### config.mk
export PLATFORM = sky130hd
export DESIGN_NAME = irpd_tx
export DESIGN_NICKNAME = d
export VERILOG_FILES = /design/src/rtl/irpd_pkg.sv /design/src/rtl/irpd_carrier.sv /design/src/rtl/irpd_envelope.sv /design/src/rtl/irpd_seq.sv /design/src/rtl/irpd_tx.sv
export SDC_FILE = /design/constraint.sdc
export NUM_CORES = 1
export LEC_CHECK = 0
export ABC_CLOCK_PERIOD_IN_PS = 4900
export CAP_MARGIN = 25
export CORE_ASPECT_RATIO = 0.8
export CORE_MARGIN = 4
export CORE_UTILIZATION = 25
export DETAILED_ROUTE_END_ITERATION = 16
export DONT_BUFFER_PORTS = 1
export PLACE_DENSITY = 0.41
export SLEW_MARGIN = 25
export SYNTH_ARGS = -nofsm -noshare
export SYNTH_HDL_FRONTEND = slang
export SYNTH_SLANG_ARGS = --single-unit
### constraint.sdc
create_clock -name clk -period 4.9 [get_ports clk]
set_input_delay 0.735 -clock clk [delete_from_list [all_inputs] [get_ports clk]]
set_output_delay 0.735 -clock clk [all_outputs]
set_load 0.03 [all_outputs]
### src/rtl/irpd_pkg.sv
package irpd_pkg;

  typedef enum logic {
    ST_IDLE = 1'b0,
    ST_SEND = 1'b1
  } tx_state_e;

  // Whole length of one bit slot: mark followed by the value-dependent space.
  function automatic int unsigned slot_cycles(input logic value,
                                              input int unsigned mark_c,
                                              input int unsigned one_c,
                                              input int unsigned zero_c);
    return mark_c + (value ? one_c : zero_c);
  endfunction

  // Limit a requested bit count to the width of the data word.
  function automatic int unsigned limit_count(input int unsigned req,
                                              input int unsigned width);
    return (req > width) ? width : req;
  endfunction

  function automatic int unsigned max2(input int unsigned a, input int unsigned b);
    return (a > b) ? a : b;
  endfunction

endpackage

### src/rtl/irpd_carrier.sv
module irpd_carrier #(
  parameter int unsigned CAR_PERIOD = 105,
  parameter int unsigned CAR_HIGH   = 26
) (
  input  logic clk,
  input  logic rst_n,
  input  logic restart_i,
  output logic carrier_o
);
  localparam int unsigned CW = (CAR_PERIOD > 2) ? $clog2(CAR_PERIOD) : 1;
  localparam logic [CW-1:0] LAST = CW'(CAR_PERIOD - 1);
  localparam logic [CW-1:0] HIGH = CW'(CAR_HIGH);

  logic [CW-1:0] phase_q;

  always_ff @(posedge clk) begin
    if (!rst_n)          phase_q <= '0;
    else if (restart_i)  phase_q <= '0;
    else if (phase_q == LAST) phase_q <= '0;
    else                 phase_q <= phase_q + 1'b1;
  end

  assign carrier_o = (phase_q < HIGH);

  // Every burst opens on the high part of the carrier.
  assert_burst_starts_high_R2: assert property (@(posedge clk) disable iff (!rst_n)
    restart_i |=> carrier_o);

endmodule

### src/rtl/irpd_envelope.sv
module irpd_envelope
  import irpd_pkg::*;
#(
  parameter int unsigned MARK_CYC   = 2240,
  parameter int unsigned SPACE1_CYC = 6760,
  parameter int unsigned SPACE0_CYC = 2240
) (
  input  logic clk,
  input  logic rst_n,
  input  logic load_i,
  input  logic value_i,
  input  logic run_i,
  output logic mark_o,
  output logic wrap_o
);
  localparam int unsigned LONGEST = MARK_CYC + max2(SPACE1_CYC, SPACE0_CYC);
  localparam int unsigned EW = $clog2(LONGEST + 1);

  logic [EW-1:0] tick_q;
  logic [EW-1:0] last_q;
  logic [EW-1:0] cmp_q;

  always_ff @(posedge clk) begin
    if (!rst_n) begin
      tick_q <= '0;
      last_q <= '0;
      cmp_q  <= '0;
    end else if (load_i) begin
      tick_q <= '0;
      last_q <= EW'(slot_cycles(value_i, MARK_CYC, SPACE1_CYC, SPACE0_CYC) - 1);
      cmp_q  <= EW'(MARK_CYC);
    end else if (run_i) begin
      tick_q <= tick_q + 1'b1;
    end
  end

  assign mark_o = (tick_q < cmp_q);
  assign wrap_o = run_i && (tick_q == last_q);

  // The running count never passes the end of the loaded slot.
  assert_tick_in_slot_R3: assert property (@(posedge clk) disable iff (!rst_n)
    run_i |-> (tick_q <= last_q));

endmodule

### src/rtl/irpd_seq.sv
module irpd_seq
  import irpd_pkg::*;
#(
  parameter int unsigned DATA_W = 64,
  localparam int unsigned NB_W  = $clog2(DATA_W + 1)
) (
  input  logic              clk,
  input  logic              rst_n,
  input  logic              start_i,
  input  logic [DATA_W-1:0] frame_i,
  input  logic [NB_W-1:0]   nbits_i,
  input  logic              wrap_i,
  output logic              load_o,
  output logic              value_o,
  output logic              busy_o,
  output logic              done_o,
  output logic              accept_o
);
  tx_state_e         state_q;
  logic [DATA_W-1:0] shreg_q;
  logic [NB_W-1:0]   left_q;
  logic              done_q;
  logic [NB_W-1:0]   n_eff;
  logic              more;

  assign n_eff    = NB_W'(limit_count(int'(nbits_i), DATA_W));
  assign accept_o = (state_q == ST_IDLE) && start_i && (nbits_i != '0);
  assign more     = (state_q == ST_SEND) && wrap_i && (left_q != NB_W'(1));
  assign load_o   = accept_o || more;
  assign value_o  = accept_o ? frame_i[0] : shreg_q[1];

  always_ff @(posedge clk) begin
    if (!rst_n) begin
      state_q <= ST_IDLE;
      shreg_q <= '0;
      left_q  <= '0;
      done_q  <= 1'b0;
    end else begin
      done_q <= 1'b0;
      case (state_q)
        ST_IDLE: if (accept_o) begin
          state_q <= ST_SEND;
          shreg_q <= frame_i;
          left_q  <= n_eff;
        end
        ST_SEND: if (wrap_i) begin
          if (more) begin
            shreg_q <= shreg_q >> 1;
            left_q  <= left_q - 1'b1;
          end else begin
            state_q <= ST_IDLE;
            left_q  <= '0;
            done_q  <= 1'b1;
          end
        end
        default: state_q <= ST_IDLE;
      endcase
    end
  end

  assign busy_o = (state_q == ST_SEND);
  assign done_o = done_q;

  assert_done_single_R7: assert property (@(posedge clk) disable iff (!rst_n)
    done_q |=> !done_q);
  assert_count_live_R5: assert property (@(posedge clk) disable iff (!rst_n)
    busy_o |-> (left_q != '0));
  assert_done_after_frame_R7: assert property (@(posedge clk) disable iff (!rst_n)
    (busy_o && wrap_i && !more) |=> (done_o && !busy_o));

endmodule

### src/rtl/irpd_tx.sv
module irpd_tx #(
  parameter int unsigned DATA_W     = 64,
  parameter int unsigned CAR_PERIOD = 105,
  parameter int unsigned CAR_HIGH   = 26,
  parameter int unsigned MARK_CYC   = 2240,
  parameter int unsigned SPACE1_CYC = 6760,
  parameter int unsigned SPACE0_CYC = 2240,
  localparam int unsigned NB_W      = $clog2(DATA_W + 1)
) (
  input  logic              clk,
  input  logic              rst_n,
  input  logic              start_i,
  input  logic [DATA_W-1:0] frame_i,
  input  logic [NB_W-1:0]   nbits_i,
  output logic              busy_o,
  output logic              done_o,
  output logic              ir_o
);
  logic slot_load;
  logic slot_value;
  logic slot_wrap;
  logic in_mark;
  logic carrier;
  logic frame_accept;

  irpd_seq #(.DATA_W(DATA_W)) u_seq (
    .clk      (clk),
    .rst_n    (rst_n),
    .start_i  (start_i),
    .frame_i  (frame_i),
    .nbits_i  (nbits_i),
    .wrap_i   (slot_wrap),
    .load_o   (slot_load),
    .value_o  (slot_value),
    .busy_o   (busy_o),
    .done_o   (done_o),
    .accept_o (frame_accept)
  );

  irpd_envelope #(
    .MARK_CYC   (MARK_CYC),
    .SPACE1_CYC (SPACE1_CYC),
    .SPACE0_CYC (SPACE0_CYC)
  ) u_env (
    .clk     (clk),
    .rst_n   (rst_n),
    .load_i  (slot_load),
    .value_i (slot_value),
    .run_i   (busy_o),
    .mark_o  (in_mark),
    .wrap_o  (slot_wrap)
  );

  irpd_carrier #(
    .CAR_PERIOD (CAR_PERIOD),
    .CAR_HIGH   (CAR_HIGH)
  ) u_car (
    .clk       (clk),
    .rst_n     (rst_n),
    .restart_i (slot_load),
    .carrier_o (carrier)
  );

  assign ir_o = busy_o && in_mark && carrier;

  assert_idle_dark_R6: assert property (@(posedge clk) disable iff (!rst_n)
    !busy_o |-> !ir_o);
  assert_first_cycle_lit_R2: assert property (@(posedge clk) disable iff (!rst_n)
    $rose(busy_o) |-> ir_o);
  assert_start_busy_ignored_R8: assert property (@(posedge clk) disable iff (!rst_n)
    (busy_o && !slot_wrap) |=> busy_o);
  assert_accept_only_idle_R8: assert property (@(posedge clk) disable iff (!rst_n)
    frame_accept |-> !busy_o);

endmodule

-- Word-level counts from Yosys, hierarchy flattened
Index checks and enable logic that the tools add are counted.
- register bits after elaboration: 109
- input port bits: 74
- output and inout port bits: 3
- logic and storage cells: 54
- add/sub/neg operators: 5
- magnitude comparators: 3
- eq/ne operators: 6
- multiplexer cells: 16
- bitwise operators: 2
- reduce and logical (&&, ||, !) cells: 14
- operators by type and width (cell ; count):
    $mux 64 ; 3
    $pmux 64 s2 ; 1
    $mux 7 ; 4
    $add 12x14->14 const A ; 1
    $add 14x1->14 const B ; 1
    $eq 14x14->1 ; 1
    $lt 14x12->1 ; 1
    $pmux 7 s2 ; 1
    $sub 14x1->14 const B ; 1
    $mux 13 ; 1
    $add 7x1->7 const B ; 1
    $eq 7x7->1 const B ; 1
    $gt 7x7->1 const B ; 1
    $logic_and 1x1->1 ; 7
    $lt 7x5->1 const B ; 1
    $ne 7x1->1 const B ; 1
    $reduce_bool 7->1 ; 1
    $sub 7x1->7 const B ; 1
    $reduce_and 3->1 ; 2
    $mux 1 ; 5
    $ne 2x1->1 const B ; 2
    $reduce_or 3->1 ; 1
    $ne 2x2->1 const B ; 1
    $not 1->1 ; 2
    4 further kinds ; 4

-- Logic depth before layout (Yosys ltp)
- depth after elaboration: 7
- mapped depth: 9
- depth with buffers taken out: 6

-- Hierarchy
A second synthesis with hierarchy kept.
- cell total of the unflattened synthesis: 500
- area, all modules: 4870.9 um^2
- by module, submodules not included (module ; instances ; cells each ; area an instance (um^2) ; sequential area each (um^2)):
    irpd_seq ; 1 ; 357 ; 3629.7 ; 1441.4
    irpd_envelope ; 1 ; 105 ; 899.6 ; 340.3
    irpd_carrier ; 1 ; 37 ; 335.3 ; 140.1
    irpd_tx ; 1 ; 1 ; 6.3 ; 0.0

-- Least setup slack after synthesis
OpenSTA, ideal clock, no wires.
- path kind: reg2out
- from: reg u_seq.state_q, in the netlist u_seq.busy_o
- to: out ir_o
- arrival: 1.876 ns
- required time: 4.165 ns
- setup slack: 2.289 ns
- stages on the path, launching flop included: 5
- buffers on the path: 2
- cells stage by stage: dfxtp_1 -> clkbuf_1 -> buf_1 -> o2111ai_1 -> a21oi_1
- cells in the longest elaborated chain, start to end: 2
- RTL lines (element ; RTL line ; text):
    start, declared ; irpd_seq.sv:19 ; tx_state_e state_q;
    start signal, assigned ; irpd_seq.sv:34 ; state_q <= ST_IDLE;
    start signal, assigned ; irpd_seq.sv:42 ; state_q <= ST_SEND;
    start signal, assigned ; irpd_seq.sv:51 ; state_q <= ST_IDLE;
    $logic_and 1x1->1 (2 in a row) ; irpd_tx.sv:64 ; assign ir_o = busy_o && in_mark && carrier;
    end, declared ; irpd_tx.sv:17 ; output logic ir_o
Every way passes these cells.

-- Final worst setup path
- from: reg u_seq.state_q, in the netlist u_seq.busy_o
- to: reg u_env.tick_q[13]
- cells in the longest elaborated chain, start to end: 5
- elaborated cells on any way between the ends: 8
- those cells by class: bitwise: 1; reduce/logical: 7
- RTL lines (element ; RTL line ; text):
    $logic_and 1x1->1 / $not 1->1 (equally long branches) ; irpd_envelope.sv:38, irpd_seq.sv:27 ;
    $logic_and 1x1->1 (on tied branches) (2 in a row) ; irpd_seq.sv:28, irpd_seq.sv:27 ;
    $logic_or 1x1->1 ; irpd_seq.sv:29 ; assign load_o = accept_o || more;
    $reduce_or 2->1 (no line) ; n/a ;
    end signal, assigned ; irpd_envelope.sv:33 ; tick_q <= tick_q + 1'b1;
    end, declared ; irpd_envelope.sv:19 ; logic [EW-1:0] tick_q;
Parallel ways exist; a longest one is shown, timed or not.
A chain may end at the register's enable or synchronous reset.

==> impl_metrics.sql <==
INSERT INTO impl_metrics (metric_group, metric, value, unit) VALUES
('sta', 'tightestPinTransition', '822', 'ps'),
('detailed_routing', 'route.vias.total', '3426', ''),
('final_layout', 'final_net_count', '551', ''),
('final_layout', 'post_route_cells_drive_above_1_share', '17.7', '%'),
('status', 'outcome', 'complete, no violations', ''),
('sta', 'skew', '6.56', 'ps'),
('sta', 'setup_total_negative_slack', '0', 'ps'),
('power_and_ir_drop', 'worst_ir_drop_vdd', '155', 'uV'),
('synthesis', 'synth_xor_area_share', '3.30', '%'),
('setup_path', 'critical_path_class', 'register to register', ''),
('sta', 'post-route-period-util', '59.8', '%'),
('final_layout', 'num-fill-cells', '1937', ''),
('global_routing', 'antenna_found_initial', '0', ''),
('die', 'core.rowCount', '44', ''),
('setup_path', 'critical_path_rt', '5130', 'ps'),
('clock_network', 'cts-root-buf', 'sky130_fd_sc_hd__clkbuf_16', ''),
('die', 'coreArea', '18400', 'um^2'),
('synthesis', 'synth_area', '4780', 'um^2'),
('synthesis', 'cell_taking_the_most_area_after_synthesis', 'sky130_fd_sc_hd__dfxtp_1', ''),
('sta', 'report.final.hold_viol_count', '0', ''),
('final_layout', 'synthToLayoutAreaGrowth', '11.0', '%'),
('clock_network', 'clkSinkCount', '96', ''),
('synthesis', 'ys_dominant_reg_cell', 'sky130_fd_sc_hd__dfxtp_1', ''),
('clock_network', 'postCtsResizedCells', '0', ''),
('final_layout', 'multiInputGateArea', '2660', 'um^2'),
('global_routing', 'number_of_global_route_vias_before_repair', '3309', ''),
('setup_path', 'worst_setup_startpoint', 'u_seq.busy_o', ''),
('placed_design', 'place.gp.congestion', '0.771', ''),
('die', 'design.portCount', '77', ''),
('global_routing', 'first_pass_grt_wire_length', '18100', 'um'),
('sta', 'setup_viol', '0', ''),
('clock_network', 'post_cts.repair.setup_buffers', '0', ''),
('synthesis', 'async_flop_share', '0', '%'),
('power_and_ir_drop', 'power_per_cell_area', '386', 'nW/um^2'),
('synthesis', 'synth.most_common_cell', 'sky130_fd_sc_hd__nor2_1', ''),
('final_layout', 'final_cell_count_without_fillers', '727', ''),
('die', 'die_height', '132', 'um'),
('hold_path', 'min_path_cells', '1', ''),
('setup_path', 'worst_r2r_endpoint', 'u_env.tick_q[13]', ''),
('setup_path', 'rr_worst_depth', '6', ''),
('detailed_routing', 'routed_wirelength', '11100', 'um'),
('final_layout', 'ff_latch_area', '1930', 'um^2'),
('clock_network', 'worst_setup_hold_path_clk_slew', '60', 'ps'),
('synthesis', 'synthMuxAreaShare', '13.4', '%'),
('synthesis', 'synth_enable_flop_cells', '0', ''),
('synthesis', 'combinational_family_with_the_most_area_after_synthesis', 'compound AO/OA/AOI/OAI gates', ''),
('hold_path', 'timing.hold.worst_endpoint', 'u_car.phase_q[0]', ''),
('die', 'die-width', '163', 'um'),
('detailed_routing', 'avgRoutedWirePerCell', '15.3', 'um'),
('setup_path', 'rrSetupSlack', '1970', 'ps'),
('placed_design', 'dp_hpwl', '7690', 'um'),
('clock_network', 'clock_h_tree_levels', '3', ''),
('setup_path', 'crit_fanout', '100', ''),
('synthesis', 'synth.top_cells.by_count', '98 x sky130_fd_sc_hd__nor2_1, 96 x sky130_fd_sc_hd__dfxtp_1, 64 x sky130_fd_sc_hd__mux2i_1', ''),
('detailed_routing', 'viasPerCell', '4.71', ''),
('sta', 'timing.final.crit_period', '2930', 'ps'),
('synthesis', 'synth_sequential_area_ratio', '40.2', '%'),
('clock_network', 'hold_buffers', '0', ''),
('synthesis', 'synth_instances', '488', ''),
('run', 'number_of_maximum_capacitance_constraint_violations', '0', ''),
('synthesis', 'yosys.area_share.simple', '14.8', '%'),
('detailed_routing', 'drt_iter0_markers', '185', ''),
('synthesis', 'ys_seq_elements', '96', ''),
('synthesis', 'synth_fp_nets', '569', ''),
('global_routing', 'overflow', '0', ''),
('clock_network', 'clock_tree.buffer_depth', '2', ''),
('setup_path', 'kind_of_end_point_of_the_critical_path', 'register', ''),
('global_routing', 'grt_start_max_net_pins', '101', ''),
('placed_design', 'portBuffers', '0', ''),
('sta', 'slew_viol_final', '0', ''),
('synthesis', 'number_of_synthesis_warnings', '0', '');
==> per-layer routing <==
metal	up-vias	routed length, um	global-route usage [%]	share of wire [%]
met5	-	0	0	0
met4	0	113	2.52	1.0
met3	6	811	4.60	7.3
met1	1615	5280	13.9	48
li1	1738	-	-	-
met2	67	4900	15.8	44
==> area by class of cell <==
type	instances	share of cell area (%)
flip-flops and latches	96	36.3
clock buffers	10	4.50
inverters	9	0.660
clock inverters	5	1.53
multi-input cells	349	50.1
well taps	253	5.97
repair buffers	5	0.943
==> power breakdown <==
group | leakage, nW | internal [mW] | switching, mW
clock network | 0.155 | 0.458 | 0.308
registers | 0.791 | 0.858 | 0.0536
logic | 0.865 | 0.154 | 0.217
==> metrics by stage <==
step	utilization (%)	worst slack (ps)	cell area (um^2)	power, mW	hold WS [ps]
6_report	28.8	1970	5310	2.05	464
2_1_floorplan	-	2290	4780	1.25	430
3_3_place_gp	27.0	1940	4980	1.30	448
4_1_cts	28.7	1900	5300	2.09	473
3_5_place_dp	27.0	1920	4980	1.30	457
5_1_grt	28.8	1670	5310	2.17	507
==> kinds of logic after synthesis <==
kind of cell               after synthesis
and+or+nand+nor                        158
AOI/OAI and AO/OA                      102
DFF                                     96
muxes                                   64
buffers and inverters                   43
xor gates and xnor gates                18
adders and majority gates                7
==> state kept, by name, indices dropped and copies added, names as in the netlist <==
register,count
u_car.phase_q,7
u_env.last_q,3
u_env.tick_q,14
u_seq.busy_o,1
u_seq.done_o,1
u_seq.left_q,7
u_seq.shreg_q,63
==> critical path: stages, from the launching register on <==
cell	delay, ps
sky130_fd_sc_hd__dfxtp_4	690
sky130_fd_sc_hd__nor4b_1	400
sky130_fd_sc_hd__o211ai_1	310
sky130_fd_sc_hd__o41ai_4	480
sky130_fd_sc_hd__buf_12	440
sky130_fd_sc_hd__or2_2	370
sky130_fd_sc_hd__nor2_1	90
==> placed cells by master, fill, tap and decap left out, types with 8 or more instances in the layout <==
cell type / instances
sky130_fd_sc_hd__nor2_1: 98
sky130_fd_sc_hd__dfxtp_1: 95
sky130_fd_sc_hd__mux2i_1: 64
sky130_fd_sc_hd__a211oi_2: 57
sky130_fd_sc_hd__nand2_1: 16
sky130_fd_sc_hd__a21oi_1: 11
sky130_fd_sc_hd__xnor2_1: 9
sky130_fd_sc_hd__xor2_1: 9
sky130_fd_sc_hd__clkbuf_16: 9
sky130_fd_sc_hd__inv_1: 8
sky130_fd_sc_hd__a211oi_1: 8
==> worst max path at each step <==
stage / cells after the start / endpoint / slack, ps
final: 6 / u_env.tick_q[13] / 1970
after global routing: 6 / u_env.tick_q[6] / 1670
after CTS: 6 / u_env.tick_q[13] / 1900
after detailed placement: 6 / u_env.tick_q[7] / 1920
after global placement: 5 / u_seq.left_q[2] / 1940
after floorplan: 4 / ir_o / 2290
No activity file was read; power rests on OpenSTA's default activity.
